--- src/rtl/evt_hub_pkg.sv ---
package evt_hub_pkg;
    localparam int ADDR_W = 12;
    localparam int DATA_W = 32;
    // register byte offsets
    localparam logic [ADDR_W-1:0] OFS_CHAN  = 12'h100; // channel i at +4*i
    localparam logic [ADDR_W-1:0] OFS_PORT  = 12'h17C;
    localparam logic [ADDR_W-1:0] OFS_LATCH = 12'h180;
    localparam logic [ADDR_W-1:0] OFS_ENSET = 12'h304;
    localparam logic [ADDR_W-1:0] OFS_ENCLR = 12'h308;
    // bit position of the port source in the enable registers
    localparam int PORT_BIT = 31;
endpackage

--- src/rtl/evt_flag_cell.sv ---
module evt_flag_cell (
    input  logic clk,
    input  logic rst_n,
    input  logic set_i,
    input  logic clr_i,
    output logic flag_o
);
    logic flag_d, flag_q;

    // a set in the same cycle as a clear wins
    always_comb begin
        flag_d = set_i | (flag_q & ~clr_i);
    end

    always_ff @(posedge clk or negedge rst_n) begin
        if (!rst_n) flag_q <= 1'b0;
        else        flag_q <= flag_d;
    end

    assign flag_o = flag_q;

    AST_SET_WINS: assert property (@(posedge clk) disable iff (!rst_n)
        set_i |=> flag_o);
    AST_CLR_TAKES: assert property (@(posedge clk) disable iff (!rst_n)
        (clr_i && !set_i) |=> !flag_o);
endmodule

--- src/rtl/det_latch.sv ---
module det_latch #(
    parameter int NSRC = 4
) (
    input  logic            clk,
    input  logic            rst_n,
    input  logic [NSRC-1:0] sense_i,
    input  logic            clr_wr_i,
    input  logic [NSRC-1:0] clr_mask_i,
    output logic [NSRC-1:0] latch_o,
    output logic            detect_o,
    output logic            rise_o
);
    typedef struct packed {
        logic [NSRC-1:0] latch;
        logic            det;
    } det_st_t;

    det_st_t st_d, st_q;
    logic    gap;

    always_comb begin
        st_d       = st_q;
        st_d.latch = (st_q.latch & ~(clr_wr_i ? clr_mask_i : '0)) | sense_i;
        // partial clear: hold detect low for one cycle so it can rise again
        gap        = clr_wr_i && (|st_d.latch);
        st_d.det   = (|st_d.latch) && !gap;
        rise_o     = st_d.det && !st_q.det;
    end

    always_ff @(posedge clk or negedge rst_n) begin
        if (!rst_n) st_q <= '0;
        else        st_q <= st_d;
    end

    assign latch_o  = st_q.latch;
    assign detect_o = st_q.det;

    AST_SENSE_CAPTURE: assert property (@(posedge clk) disable iff (!rst_n)
        (|sense_i) |=> (|latch_o));
    AST_GAP_LOW: assert property (@(posedge clk) disable iff (!rst_n)
        (clr_wr_i && (|sense_i)) |=> !detect_o);
    AST_REARM: assert property (@(posedge clk) disable iff (!rst_n)
        ($fell(detect_o) && (|latch_o) && !clr_wr_i) |=> detect_o);
endmodule

--- src/rtl/evt_irq_hub.sv ---
module evt_irq_hub
    import evt_hub_pkg::*;
#(
    parameter int NCH  = 8,
    parameter int NSRC = 4
) (
    input  logic              clk,
    input  logic              rst_n,
    input  logic [NCH-1:0]    chan_evt_i,
    input  logic [NSRC-1:0]   sense_i,
    input  logic              bus_wr_i,
    input  logic [ADDR_W-1:0] bus_addr_i,
    input  logic [DATA_W-1:0] bus_wdata_i,
    output logic [DATA_W-1:0] bus_rdata_o,
    output logic              detect_o,
    output logic              irq_o
);
    localparam int NSRC_ALL = NCH + 1; // channels plus port

    typedef struct packed {
        logic [NSRC_ALL-1:0] en;
    } hub_st_t;

    hub_st_t             st_d, st_q;
    logic [NCH-1:0]      chan_flag;
    logic                port_flag;
    logic [NSRC-1:0]     latch;
    logic                det_rise;
    logic [NSRC_ALL-1:0] wmask;
    logic                wr_enset, wr_enclr, wr_port, wr_latch;

    assign wr_enset = bus_wr_i && (bus_addr_i == OFS_ENSET);
    assign wr_enclr = bus_wr_i && (bus_addr_i == OFS_ENCLR);
    assign wr_port  = bus_wr_i && (bus_addr_i == OFS_PORT);
    assign wr_latch = bus_wr_i && (bus_addr_i == OFS_LATCH);
    assign wmask    = {bus_wdata_i[PORT_BIT], bus_wdata_i[NCH-1:0]};

    // per-channel flags
    for (genvar g = 0; g < NCH; g++) begin : g_chan
        localparam logic [ADDR_W-1:0] MY_OFS = OFS_CHAN + ADDR_W'(4 * g);
        evt_flag_cell u_flag (
            .clk    (clk),
            .rst_n  (rst_n),
            .set_i  (chan_evt_i[g]),
            .clr_i  (bus_wr_i && (bus_addr_i == MY_OFS) && !bus_wdata_i[0]),
            .flag_o (chan_flag[g])
        );
    end

    det_latch #(.NSRC(NSRC)) u_det (
        .clk        (clk),
        .rst_n      (rst_n),
        .sense_i    (sense_i),
        .clr_wr_i   (wr_latch),
        .clr_mask_i (bus_wdata_i[NSRC-1:0]),
        .latch_o    (latch),
        .detect_o   (detect_o),
        .rise_o     (det_rise)
    );

    evt_flag_cell u_port (
        .clk    (clk),
        .rst_n  (rst_n),
        .set_i  (det_rise),
        .clr_i  (wr_port && !bus_wdata_i[0]),
        .flag_o (port_flag)
    );

    // enable mask: separate set and clear writes
    always_comb begin
        st_d = st_q;
        if (wr_enset) st_d.en = st_d.en | wmask;
        if (wr_enclr) st_d.en = st_d.en & ~wmask;
    end

    always_ff @(posedge clk or negedge rst_n) begin
        if (!rst_n) st_q <= '0;
        else        st_q <= st_d;
    end

    // read mux
    always_comb begin
        bus_rdata_o = '0;
        for (int i = 0; i < NCH; i++) begin
            if (bus_addr_i == OFS_CHAN + ADDR_W'(4 * i))
                bus_rdata_o = DATA_W'(chan_flag[i]);
        end
        if (bus_addr_i == OFS_PORT)
            bus_rdata_o = DATA_W'(port_flag);
        if (bus_addr_i == OFS_LATCH)
            bus_rdata_o = DATA_W'(latch);
        if (bus_addr_i == OFS_ENSET || bus_addr_i == OFS_ENCLR) begin
            bus_rdata_o[NCH-1:0] = st_q.en[NCH-1:0];
            bus_rdata_o[PORT_BIT] = st_q.en[NCH];
        end
    end

    assign irq_o = |({port_flag, chan_flag} & st_q.en);

    AST_EN_SET: assert property (@(posedge clk) disable iff (!rst_n)
        (wr_enset && !wr_enclr) |=> ((st_q.en & $past(wmask)) == $past(wmask)));
    AST_EN_CLR: assert property (@(posedge clk) disable iff (!rst_n)
        wr_enclr |=> ((st_q.en & $past(wmask)) == '0));
    AST_PORT_EDGE: assert property (@(posedge clk) disable iff (!rst_n)
        ($rose(port_flag)) |-> $rose(detect_o));
endmodule

--- config.mk ---
export PLATFORM = sky130hd
export DESIGN_NAME = evt_irq_hub
export DESIGN_NICKNAME = d
export VERILOG_FILES = /design/src/rtl/evt_hub_pkg.sv /design/src/rtl/evt_flag_cell.sv /design/src/rtl/det_latch.sv /design/src/rtl/evt_irq_hub.sv
export SDC_FILE = /design/constraint.sdc
export NUM_CORES = 1
export LEC_CHECK = 0
export ABC_AREA = 1
export BUFFER_PORTS_ARGS = -buffer_cell sky130_fd_sc_hd__buf_2
export CORE_MARGIN = 2
export CORE_UTILIZATION = 44
export DETAILED_ROUTE_END_ITERATION = 16
export PLACE_DENSITY = 0.92
export SLEW_MARGIN = 20
export SYNTH_ARGS = -nofsm -noshare
export SYNTH_HDL_FRONTEND = slang
export SYNTH_SLANG_ARGS = --single-unit
--- constraint.sdc ---
create_clock -name clk -period 0.96 [get_ports clk]
set_input_delay 0.048 -clock clk [delete_from_list [all_inputs] [get_ports clk]]
set_output_delay 0.048 -clock clk [all_outputs]
set_load 0.05 [all_outputs]
==> run metrics, run 1 <==
post-route ant nets=0; yosys warns=0; clock slew at reported path FFs=roughly 0.08 ns; Die Y=between 60 and 70 microns; hold_ws=between 0.005 and 0.006 ns; status=finished with violations; clk buf depth=2; Yosys reg bits=23; Seq. cell area=575.6 sq um; Finished Cell Area=around 0.0027 sq mm; n_diodes=0; Clock Skews=approximately 0.0030 ns; CP required=just over 0.9 ns; unrepaired setup endpoints after global routing=yes; Starting Density=0.4549; CTS tree=yes; CP Data Arrival Time=1.46 ns; WS Path Type=reg -> out; detailed-route vias per instance=between 5 and 6; path depth of the worst reg2reg path=6; VDD IR max=0.6479 mV; 1st-iter DRT viols=~80; clock insertion delay at the later pin of the skew report=0.26 ns; reg-to-reg endpoint=u_port.flag_o$_DFF_PN0_; final RePlAce weighted congestion=0.9643; crit path time final=1.510 ns; slowest CP cell=dfrtp_1; Sink Count=23; Mapped Area=approximately 0.0017 sq mm; measured slew at the worst slew-check pin=approximately 0.53 ns; Syn Area/Cell=approximately 7.9 sq um; Die W=roughly 65 microns; Max Used Layer=met4; Tot GR Track Use=0.2427; Root Buffer Master=clkbuf_8; hold path depth=3; GR Overflow Total=0; WL met1=2.088 mm; CTS Buf Count=3; CP Cell Sequence=nand3_1 > nand2_1 > nor2_1 > nand4_1 > nor2_1 > nand4_1 > buf_6; Routed Wire Length=approximately 5.3 mm; post-route setup slack=-0.5500 ns; max_cap viols=0; NumNets Final=369; port bufs=between 40 and 50; Final Hold Vio Count=0; register area share after synthesis=0.3482; synth unique cells=29; Tcrit/Tclk final=1.573; failing checks=setup timing; routed wl met3=between 300 and 400 microns; Worst Setup End Kind=output pin; met2 wire length=2.560 mm; drt first pass iters=5; Final Max Slew Viols=0; synth top area cells=dfrtp_1 (35%), buf_4 (11%), nand4_1 (8.3%); area share of the largest cell type after synthesis=0.3482; CTS H-Tree Depth=1; CP startpoint kind=flop; family with the most delay on the worst path=simple AND/OR/NAND/NOR gates; Syn Inst Count=210; worst hold path startpoint=sense_i[2]; initial antenna violation count=0; fillcell total=243; die area=around 0.0043 sq mm; Peak Freq=662.3 MHz; Bufs and invs on worst path=1; P_leak=~1.3 nW; area of the multi-input gates=about 0.0011 sq mm; vias in the first global route=roughly 1800; Ports=between 90 and 100; Reg2Reg Setup Slack=0 ns; CP max stage delay=0.43 ns; Residual DRC=0; DR WL/cell=14.71 microns; num rows=22; largest net degree at the start of global routing=24; Rel. slew slack=0.6482; reg-to-reg startpoint=u_det.latch_o[0]$_DFF_PN0_; Final setup viols=18; Area Overhead vs Synth=65.48%; area leader, netlist=dfrtp_1; Hold Path Class=in -> reg; Via Count=around 1900; detailed placer's ending HPWL=between 3 and 4 mm; PD cells=around 790 mW/mm^2; WHS Endpoint=u_det.latch_o[2]$_DFF_PN0_; Core Box Area=0.003633 sq mm; first-pass GRT wire length=roughly 8.1 mm; crit-path max FO=3; share of layout cells above drive strength 1=0.5049; Placed Instance Area=0.002148 sq mm
[cell usage after synthesis (all sizes together)]
| cell | n |
|---|---|
| nor3 | 1 |
| clkbuf | 1 |
| nand4 | 22 |
| dfrtp | 23 |
| o21ai | 4 |
| nand2 | 32 |
| clkinv | 2 |
| o21bai | 1 |
| nor3b | 1 |
| a21o | 7 |
| buf | 25 |
| a22oi | 9 |
| o21a | 1 |
| a2bb2oi | 1 |
| a21boi | 1 |
| nand3 | 16 |
| a221oi | 2 |
| nor2 | 31 |
| conb | 1 |
| inv | 29 |
[power by group]
part / internal [mW] / switching, mW
clock: 0.289 / 0.305
combinational: 0.187 / 0.405
sequential: 0.971 / 0.00305
[cell families after synthesis]
family,count (synthesis),synth area share
other,1,0.002269
buffers and inverters,57,0.1847
AND/OR/NAND/NOR,103,0.3505
flip-flops,23,0.3482
AO/OA/AOI/OAI,26,0.1143
[per-stage QoR]
step / power [mW] / utilization / instances / setup TNS [ns] / setup slack [ns]
6_report: 2.160 / 0.7528 / 357 / -3.084 / -0.5500
5_1_grt: 2.252 / 0.7528 / 357 / -4.040 / -0.6224
2_1_floorplan: 1.358 / - / 232 / -1.561 / -0.2706
3_5_place_dp: 1.453 / 0.5913 / 327 / -7.407 / -0.3980
3_3_place_gp: 1.448 / 0.5913 / 327 / -6.531 / -0.3709
4_1_cts: 2.129 / 0.7145 / 354 / -3.014 / -0.4223
[cell type report]
cell class                 instances  share of cell area
multi-input combinational        152              0.4081
tap                               48             0.02196
sequential                        23              0.2104
timing repair buffer              99              0.2955
clock inverter                     1            0.001830
clock buffer                       3             0.01510
inverter                          31             0.04712
[routing by layer]
layer,GRT usage,vias to the layer above
met3,0.04281,32
met5,0,-
met1,0.2871,873
met4,0.1328,0
li1,-,854
met2,0.4158,107
[worst max-delay path by stage]
stage,start,to,slack (ns),cells past startpoint
after floorplan,g_chan[0].u_flag.flag_o$_DFF_PN0_,bus_rdata_o[0],-0.27,6
after global placement,bus_addr_i[1],bus_rdata_o[2],-0.37,8
after detailed placement,bus_addr_i[1],bus_rdata_o[2],-0.40,8
after CTS,g_chan[0].u_flag.flag_o$_DFF_PN0_,bus_rdata_o[0],-0.42,7
after global routing,g_chan[1].u_flag.flag_o$_DFF_PN0_,bus_rdata_o[0],-0.62,7
final,g_chan[1].u_flag.flag_o$_DFF_PN0_,bus_rdata_o[0],-0.55,7
[tightest hold or removal path, stage by stage]
cell and delay (ns):
buf_2 0.07, inv_1 0.03, nand2_2 0.07
[placed cells by master, fill, tap and decap left out, types with 2 or more instances in the layout]
cell | netlist | routed
buf_2 | 1 | 30
buf_4 | 24 | 30
dfrtp_1 | 23 | 23
conb_1 | 1 | 23
nand4_1 | 22 | 22
buf_6 | 0 | 20
inv_1 | 25 | 19
nand2_1 | 23 | 17
nor2_4 | 3 | 16
dlygate4sd3_1 | 0 | 15
nor2_1 | 20 | 9
inv_2 | 4 | 8
nand2_2 | 6 | 8
nand2_4 | 3 | 7
nand3_2 | 1 | 7
nand3_1 | 15 | 7
a22oi_1 | 9 | 7
a21o_1 | 7 | 7
nor2_2 | 6 | 4
o21ai_4 | 0 | 3
clkbuf_8 | 0 | 3
inv_4 | 0 | 2
nor2_8 | 2 | 2
nand3_4 | 0 | 2
a221oi_2 | 0 | 2
a22oi_2 | 0 | 2
buf_8 | 0 | 2
[timing repair]
action                     4_1_cts  5_1_grt
hold buffers                    15        0
buffers inserted                 8        4
hold endpoints to repair        37        0
setup endpoints to repair       12       29
cloned                           0        1
gates resized for setup         55       33
pin swaps                       33       14
Power figures use the tool's default switching activity.
==> run 2: changes to the inputs <==
- CORE_UTILIZATION: 44 -> 45
- PLACE_DENSITY: 0.92 -> 0.93
- SKIP_CTS_REPAIR_TIMING: default -> 1
- SYNTH_HIERARCHICAL: default -> 1
==> run 2 against run 1 <==
Compared with the run above: the flow finishes with violations (hold timing, setup timing); worst hold slack worse by 0.031 ns; wire length is 1.3% lower; clock skew is 0.0026 ns lower; combinational power is 3.9% lower; sequential cell count stayed put; first-iteration DRC count is 33% higher; core utilization stayed put; clock-buffer cell count stayed put; critical path type unchanged; critical endpoint is now irq_o.
==> run metrics, run 2 <==
ys async rst share=1.000 (unchanged); count leader, synth=nand2_1 (was inv_1); GR Overflow Total=0 (unchanged); area share of the largest cell type after synthesis=0.3412 (was 0.3482); P_leak=1.388 nW (was 1.330 nW); Finished Cell Area=0.002735 sq mm (unchanged); Core Box Area=0.003633 sq mm (unchanged); Rel. slew slack=0.6492 (was 0.6482); yosys warns=6 (was 0); CP startpoint kind=flop (unchanged); crit-path max FO=3 (unchanged); main flop type after synthesis=dfrtp_1 (unchanged); Placed Instance Area=0.002335 sq mm (was 0.002148 sq mm); Residual DRC=0 (unchanged); Tot GR Track Use=0.2328 (was 0.2427); Syn Area/Cell=7.057 sq um (was 7.871 sq um); CP required=0.91 ns (about the same); switching share of total power=0.3341 (was 0.3300); pre-CTS WS=-0.7287 ns (was -0.3980 ns); detailed placer's ending HPWL=3.554 mm (was 3.182 mm); synth top area cells=dfrtp_1 (34%), nand2_1 (11%), buf_4 (11%) (was dfrtp_1 (35%), buf_4 (11%), nand4_1 (8.3%)); Die Y=65.22 microns (was 65.29 microns); max_cap viols=0 (unchanged); family with the most delay on the worst path=compound AO/OA/AOI/OAI gates (was simple AND/OR/NAND/NOR gates); Seq. cell area=575.6 sq um (unchanged); first-pass GRT wire length=7.645 mm (was 8.059 mm); Clock Skews=0.0003688 ns (was 0.002969 ns); WS Path Type=reg -> out (unchanged); Root Buffer Master=clkbuf_8 (unchanged); Die W=65.22 microns (was 65.29 microns); Bufs and invs on worst path=1 (unchanged); post-route ant nets=0 (unchanged); n_diodes=0 (unchanged); CP Cell Sequence=a22o_1 > a221oi_2 > nand4_1 > buf_6 (was nand3_1 > nand2_1 > nor2_1 > nand4_1 > nor2_1 > nand4_1 > buf_6); number of synthesized flops with an enable pin=0 (unchanged); failing checks=hold timing, setup timing (was setup timing); CTS H-Tree Depth=1 (unchanged); Clock Power Share=0.287 (was 0.275); final RePlAce weighted congestion=0.8216 (was 0.9643); Mapped Area=0.001687 sq mm (was 0.001653 sq mm); clock slew at reported path FFs=0.08 ns (about the same); crit path time final=1.612 ns (was 1.510 ns); CTS Buf Count=3 (unchanged); clk buf depth=2 (unchanged); PD cells=790.8 mW/mm^2 (was 789.8 mW/mm^2); most frequent cells in the layout=nand2_1 (39), inv_1 (38), buf_2 (32) (was buf_2 (30), buf_4 (30), dfrtp_1 (23), conb_1 (23), nand4_1 (22)); post-route setup slack=-0.6521 ns (was -0.5500 ns); Ports=93 (unchanged); NumNets Final=394 (was 369); slowest CP cell=dfrtp_1 (unchanged); num rows=22 (unchanged); Flop pwr share=0.450 (was 0.451); CP max stage delay=0.43 ns (about the same); CTS tree=yes (unchanged); Sink Count=23 (unchanged); Tcrit/Tclk final=1.679 (was 1.573); 1st-iter DRT viols=109 (was 82); Via Count=1840 (was 1866); Synth top cells by count=nand2_1 (50), inv_1 (43), nor2_1 (27), buf_4 (24), dfrtp_1 (23) (was inv_1 (25), buf_4 (24), dfrtp_1 (23), nand2_1 (23), nand4_1 (22)); unrepaired setup endpoints after global routing=yes (unchanged); synth unique cells=29 (unchanged); Power Total=2.163 mW (was 2.160 mW); Pint=1.440 mW (was 1.447 mW); Combinational Power Share=0.263 (was 0.274); hold_ws=-0.02585 ns (was 0.005527 ns); Starting Density=0.4642 (was 0.4549); largest net degree at the start of global routing=24 (unchanged); most common cell after layout, fill and taps aside=nand2_1; initial antenna violation count=0 (unchanged); fillcell total=275 (was 243); clock insertion delay at the later pin of the skew report=0.27 ns (was 0.26 ns); Final setup viols=28 (was 18); measured slew at the worst slew-check pin=0.5262 ns (was 0.5277 ns); detailed-route vias per instance=4.817 (was 5.227); Peak Freq=620.3 MHz (was 662.3 MHz); port bufs=46 (unchanged); net switching power of the design=0.7227 mW (was 0.7129 mW); Yosys reg bits=23 (unchanged); Syn Inst Count=239 (was 210); status=finished with violations (unchanged); DR WL/cell=13.57 microns (was 14.71 microns); Worst Setup End Kind=output pin (unchanged); drt first pass iters=4 (was 5); Area Overhead vs Synth=62.17% (was 65.48%); Routed Wire Length=5.182 mm (was 5.251 mm); area of the multi-input gates=0.001072 sq mm (was 0.001116 sq mm); Final Max Slew Viols=0 (unchanged); vias in the first global route=1742 (was 1791); die area=0.004254 sq mm (was 0.004263 sq mm); Hold Path Class=in -> reg (unchanged); area leader, netlist=dfrtp_1 (unchanged); register area share after synthesis=0.3412 (was 0.3482); Final Hold Vio Count=2 (was 0); CP Data Arrival Time=1.56 ns (was 1.46 ns); VDD IR max=0.8726 mV (was 0.6479 mV); share of layout cells above drive strength 1=0.4461 (was 0.5049)
[run 2: changes by cell type in the layout (fill, tap and decap cells not counted), sizes merged, moves of 2 or more]
cell and change:
a21o -7, a21oi +3, buf -4, inv +18
nand2 +25, nand3 +2, nand4 -21, nor2 +4
nor3 +4, nor4 +4
[run 2: routing by layer]
layer	routed length, microns	up-vias	part of all wire	track usage
met4	119	0	0.023	0.09115
met1	1902	849	0.37	0.2828
met5	0	-	0	0
met2	2775	91	0.54	0.4222
met3	386	15	0.074	0.02226
li1	-	885	-	-
[run 2: final cells by class]
type | count | share of cell area
clock buffer | 3 | 0.01510
inverter | 48 | 0.06953
timing repair buffer | 94 | 0.2891
sequential | 23 | 0.2104
clock inverter | 1 | 0.001830
multi-input combinational | 165 | 0.3920
tap | 48 | 0.02196
[run 2: worst paths after layout]
check                                                  startpoint                                end  slack (ns)  depth (start not counted)
worst max-delay path            g_chan[3].u_flag/flag_o$_DFF_PN0_                              irq_o       -0.65                          4
worst min-delay path                                   sense_i[1]         u_det/latch_o[1]$_DFF_PN0_       -0.03                          3
worst max register to register         u_det/latch_o[3]$_DFF_PN0_            u_port/flag_o$_DFF_PN0_       -0.12                          8
worst min register to register  g_chan[0].u_flag/flag_o$_DFF_PN0_  g_chan[0].u_flag/flag_o$_DFF_PN0_        0.50                          2
max in group asynchronous                                   rst_n  g_chan[2].u_flag/flag_o$_DFF_PN0_        0.33                          2
min in group asynchronous                                   rst_n         asynchronous set/reset pin        0.28                          2
[run 2: power groups by stage]
stage	clock [mW]	combinational (mW)	sequential, mW
2_1_floorplan	0	0.378	0.992
3_3_place_gp	0	0.475	0.992
3_5_place_dp	0	0.487	0.992
4_1_cts	0.622	0.488	0.972
5_1_grt	0.668	0.604	0.973
6_report	0.621	0.569	0.973
[run 2: cells by family (layout without fill, tap and decap cells)]
family,count (synthesis),count (layout),synth area share
other,1,23,0.002223
and+or+nand+nor,121,121,0.3539
buffers and inverters,73,146,0.2166
AOI/OAI and AO/OA,21,21,0.08605
DFF,23,23,0.3412
[run 2: tightest hold or removal path, stage by stage]
cell and delay, ns:
buf_2 0.07, inv_1 0.03, nand2_2 0.06
[run 2: stage by stage]
stage	utilization	hold WS [ns]	setup TNS, ns	std cells
2_1_floorplan	-	-0.2476	-3.697	261
3_3_place_gp	0.6426	0.03875	-11.93	363
3_5_place_dp	0.6426	0.05012	-13.60	363
4_1_cts	0.6553	-0.2441	-7.896	367
5_1_grt	0.7528	-0.01549	-9.175	382
6_report	0.7528	-0.02585	-7.352	382
==> run 3: changes to the inputs <==
- BUFFER_PORTS_ARGS: -buffer_cell sky130_fd_sc_hd__buf_2 -> default
- CAP_MARGIN: default -> 25
- CORE_UTILIZATION: 45 -> 63
- DONT_BUFFER_PORTS: default -> 1
- PLACE_DENSITY: 0.93 -> 0.91
==> run 3 against run 2 <==
Compared with the run above: the run now fails in 5_1_grt; synthesized cell count did not move; synthesized area stayed put.
==> run metrics, run 3 <==
area share of the largest cell type after synthesis=0.3412 (unchanged); GR repair worst EP=bus_rdata_o[0]; area leader, netlist=dfrtp_1 (unchanged); num rows=18 (was 22); Synth top cells by count=nand2_1 (50), inv_1 (43), nor2_1 (27), buf_4 (24), dfrtp_1 (23) (unchanged); Root Buffer Master=clkbuf_4 (was clkbuf_8); port bufs=0 (was 46); register area share after synthesis=0.3412 (unchanged); Placed Instance Area=0.002237 sq mm (was 0.002335 sq mm); Syn Inst Count=239 (unchanged); count leader, synth=nand2_1 (unchanged); ys async rst share=1.000 (unchanged); final RePlAce weighted congestion=0.8272 (was 0.8216); Run Error=[ERROR DPL-0038] Utilization greater than 100%, impossible to legalize; Failed at=5_1_grt; Ports=93 (unchanged); synth top area cells=dfrtp_1 (34%), nand2_1 (11%), buf_4 (11%) (unchanged); Die Y=55.74 microns (was 65.22 microns); Yosys reg bits=23 (unchanged); synth unique cells=29 (unchanged); CTS Buf Count=3 (unchanged); main flop type after synthesis=dfrtp_1 (unchanged); Die W=55.74 microns (was 65.22 microns); status=aborted with a tool error (was finished with violations); yosys warns=6 (unchanged); Syn Area/Cell=7.057 sq um (unchanged); Mapped Area=0.001687 sq mm (unchanged); Starting Density=0.6747 (was 0.4642); WEP type=primary output; detailed placer's ending HPWL=4.093 mm (was 3.554 mm); number of synthesized flops with an enable pin=0 (unchanged); largest net degree at the start of global routing=24; Sink Count=23 (unchanged); clk buf depth=2 (unchanged); CTS H-Tree Depth=1 (unchanged)
run 3: cells by family after synthesis:
family                 synth area share
AOI/OAI and AO/OA               0.08605
buffers and inverters            0.2166
DFF                              0.3412
other                          0.002223
and+or+nand+nor                  0.3539
run 3: per-stage QoR:
step,hold slack (ns),util,TNS [ns],instances,worst slack [ns]
after floorplan,-0.2476,-,-3.697,261,-0.5024
after global placement,-0.2470,0.8949,-6.670,313,-0.4418
after detailed placement,-0.2471,0.8949,-9.054,313,-0.6237
after CTS,-0.6085,0.9069,-4.277,317,-0.7624
==> run 4: changes to the inputs <==
- CORE_UTILIZATION: 63 -> 40
- PLACE_DENSITY: 0.91 -> default
- PLACE_DENSITY_LB_ADDON: default -> 0.15
==> run 4 against run 3 <==
Compared with the run above: the flow now finishes, with violations (setup timing).
==> run metrics, run 4 (same netlist as run 2, synthesis figures left out) <==
PD cells=761.5 mW/mm^2; 1st-iter DRT viols=46; share of layout cells above drive strength 1=0.3734; CTS H-Tree Depth=1 (unchanged); CTS tree=yes; crit-path max FO=2; status=finished with violations (was aborted with a tool error); largest net degree at the start of global routing=24; port bufs=0 (unchanged); Sink Count=23 (unchanged); Routed Wire Length=4.248 mm; CTS Buf Count=3 (unchanged); P_leak=around 1.3 nW; Die Y=68.94 microns (was 55.74 microns); met2 Track Usage GR=0.2897; failing checks=setup timing; clk buf depth=2 (unchanged); Power Total=slightly above 2 mW; WS Path Type=reg -> out; post-route setup slack=-0.6103 ns; Via Count=about 1700; VDD IR max=0.7544 mV; detailed placer's ending HPWL=3.250 mm (was 4.093 mm); GRT met3 Usage=0.03571; most frequent cells in the layout=nand2_1 (45), inv_1 (41), buf_4 (34); CP required=0.91 ns; Root Buffer Master=clkbuf_8 (was clkbuf_4); Die W=68.94 microns (was 55.74 microns); Clock Skews=around 0.0024 ns; detailed-route vias per instance=4.552; Area Overhead vs Synth=61.42%; Peak Freq=roughly 640 MHz; Tcrit/Tclk final=1.636; DR WL/cell=around 12 microns; Core Box Area=0.004029 sq mm; Tot GR Track Use=0.1806; GR Overflow Total=0; setup TNS=-3.533 ns; Residual DRC=0; clock insertion delay at the later pin of the skew report=roughly 0.27 ns; post-route ant nets=0; Starting Density=0.4186 (was 0.6747); Final Max Slew Viols=0; unrepaired setup endpoints after global routing=yes; first-pass GRT wire length=between 6 and 7 mm; Worst Setup End Kind=output pin; GR Util met1=0.2383; pre-CTS WS=-0.5140 ns (was -0.6237 ns); initial antenna violation count=0; die area=approximately 0.0048 sq mm; clock slew at reported path FFs=~0.080 ns; NumNets Final=376; crit path time final=1.570 ns; drt first pass iters=4; vias in the first global route=between 1000 and 1500; Ports=93 (unchanged); most common cell after layout, fill and taps aside=nand2_1; Final Hold Vio Count=0; CP startpoint kind=flop; num rows=23 (was 18); max_cap viols=0; hold_ws=between 0.05 and 0.06 ns; CP Data Arrival Time=roughly 1.5 ns; n_diodes=0; grt peak-use layer=met2; final RePlAce weighted congestion=0.8617 (was 0.8272); Final setup viols=13; Hold Path Class=in -> reg
==> run 4: final timing paths <==
| check | slack (ns) | cells after the start | start | to |
|---|---|---|---|---|
| max | -0.61 | 12 | g_chan[0].u_flag/flag_o$_DFF_PN0_ | bus_rdata_o[0] |
| min in group asynchronous | 0.19 | 2 | rst_n | g_chan[5].u_flag/flag_o$_DFF_PN0_ |
| min | 0.06 | 5 | bus_wr_i | u_det/latch_o[1]$_DFF_PN0_ |
| min reg2reg | 0.48 | 2 | g_chan[2].u_flag/flag_o$_DFF_PN0_ | g_chan[2].u_flag/flag_o$_DFF_PN0_ |
| max reg2reg | -0.03 | 8 | u_det/latch_o[2]$_DFF_PN0_ | u_port/flag_o$_DFF_PN0_ |
| max in group asynchronous | 0.62 | 2 | rst_n | g_chan[2].u_flag/flag_o$_DFF_PN0_ |
==> run 4: final cells by class <==
class                   count  area, sq um
clock buffers               3        41.29
clock inverters             1        5.005
fillers                   356         1306
inverters                  48        182.7
multi-input cells         165         1065
flip-flops and latches     23        575.6
well taps                  50        62.56
repair buffers             76        790.8
==> run 4: worst max-delay path, stage by stage, from the launching register on <==
cell,delay [ns]
dfrtp_1,0.37
inv_2,0.05
a21oi_2,0.10
nand3_1,0.08
nand3_1,0.09
nand2_1,0.06
nand2_1,0.07
nand2_1,0.05
nand2_1,0.05
nand2_1,0.06
nand2_2,0.06
nand2_2,0.06
nand2_4,0.15
==> run 4: where the power goes <==
| part | total (mW) | switching, mW | internal (mW) |
|---|---|---|---|
| registers | 0.972 | 0.00164 | 0.970 |
| clock network | 0.615 | 0.324 | 0.291 |
| logic | 0.487 | 0.335 | 0.152 |
| total | 2.07 | 0.661 | 1.41 |
==> run 4: metrics by stage <==
| stage | cells | instance area [sq um] | utilization |
|---|---|---|---|
| final | 366 | 2723 | 0.6758 |
| after global routing | 366 | 2723 | 0.6758 |
| after CTS | 340 | 2331 | 0.5786 |
| after detailed placement | 336 | 2285 | 0.5671 |
| after global placement | 336 | 2285 | 0.5671 |
| after floorplan | 261 | 1938 | - |
==> run 4: metal layers <==
metal / part of all wire / wire (microns)
met1: 0.44 / 1890
met2: 0.49 / 2084
met3: 0.050 / 212
met4: 0.014 / 61
met5: 0 / 0
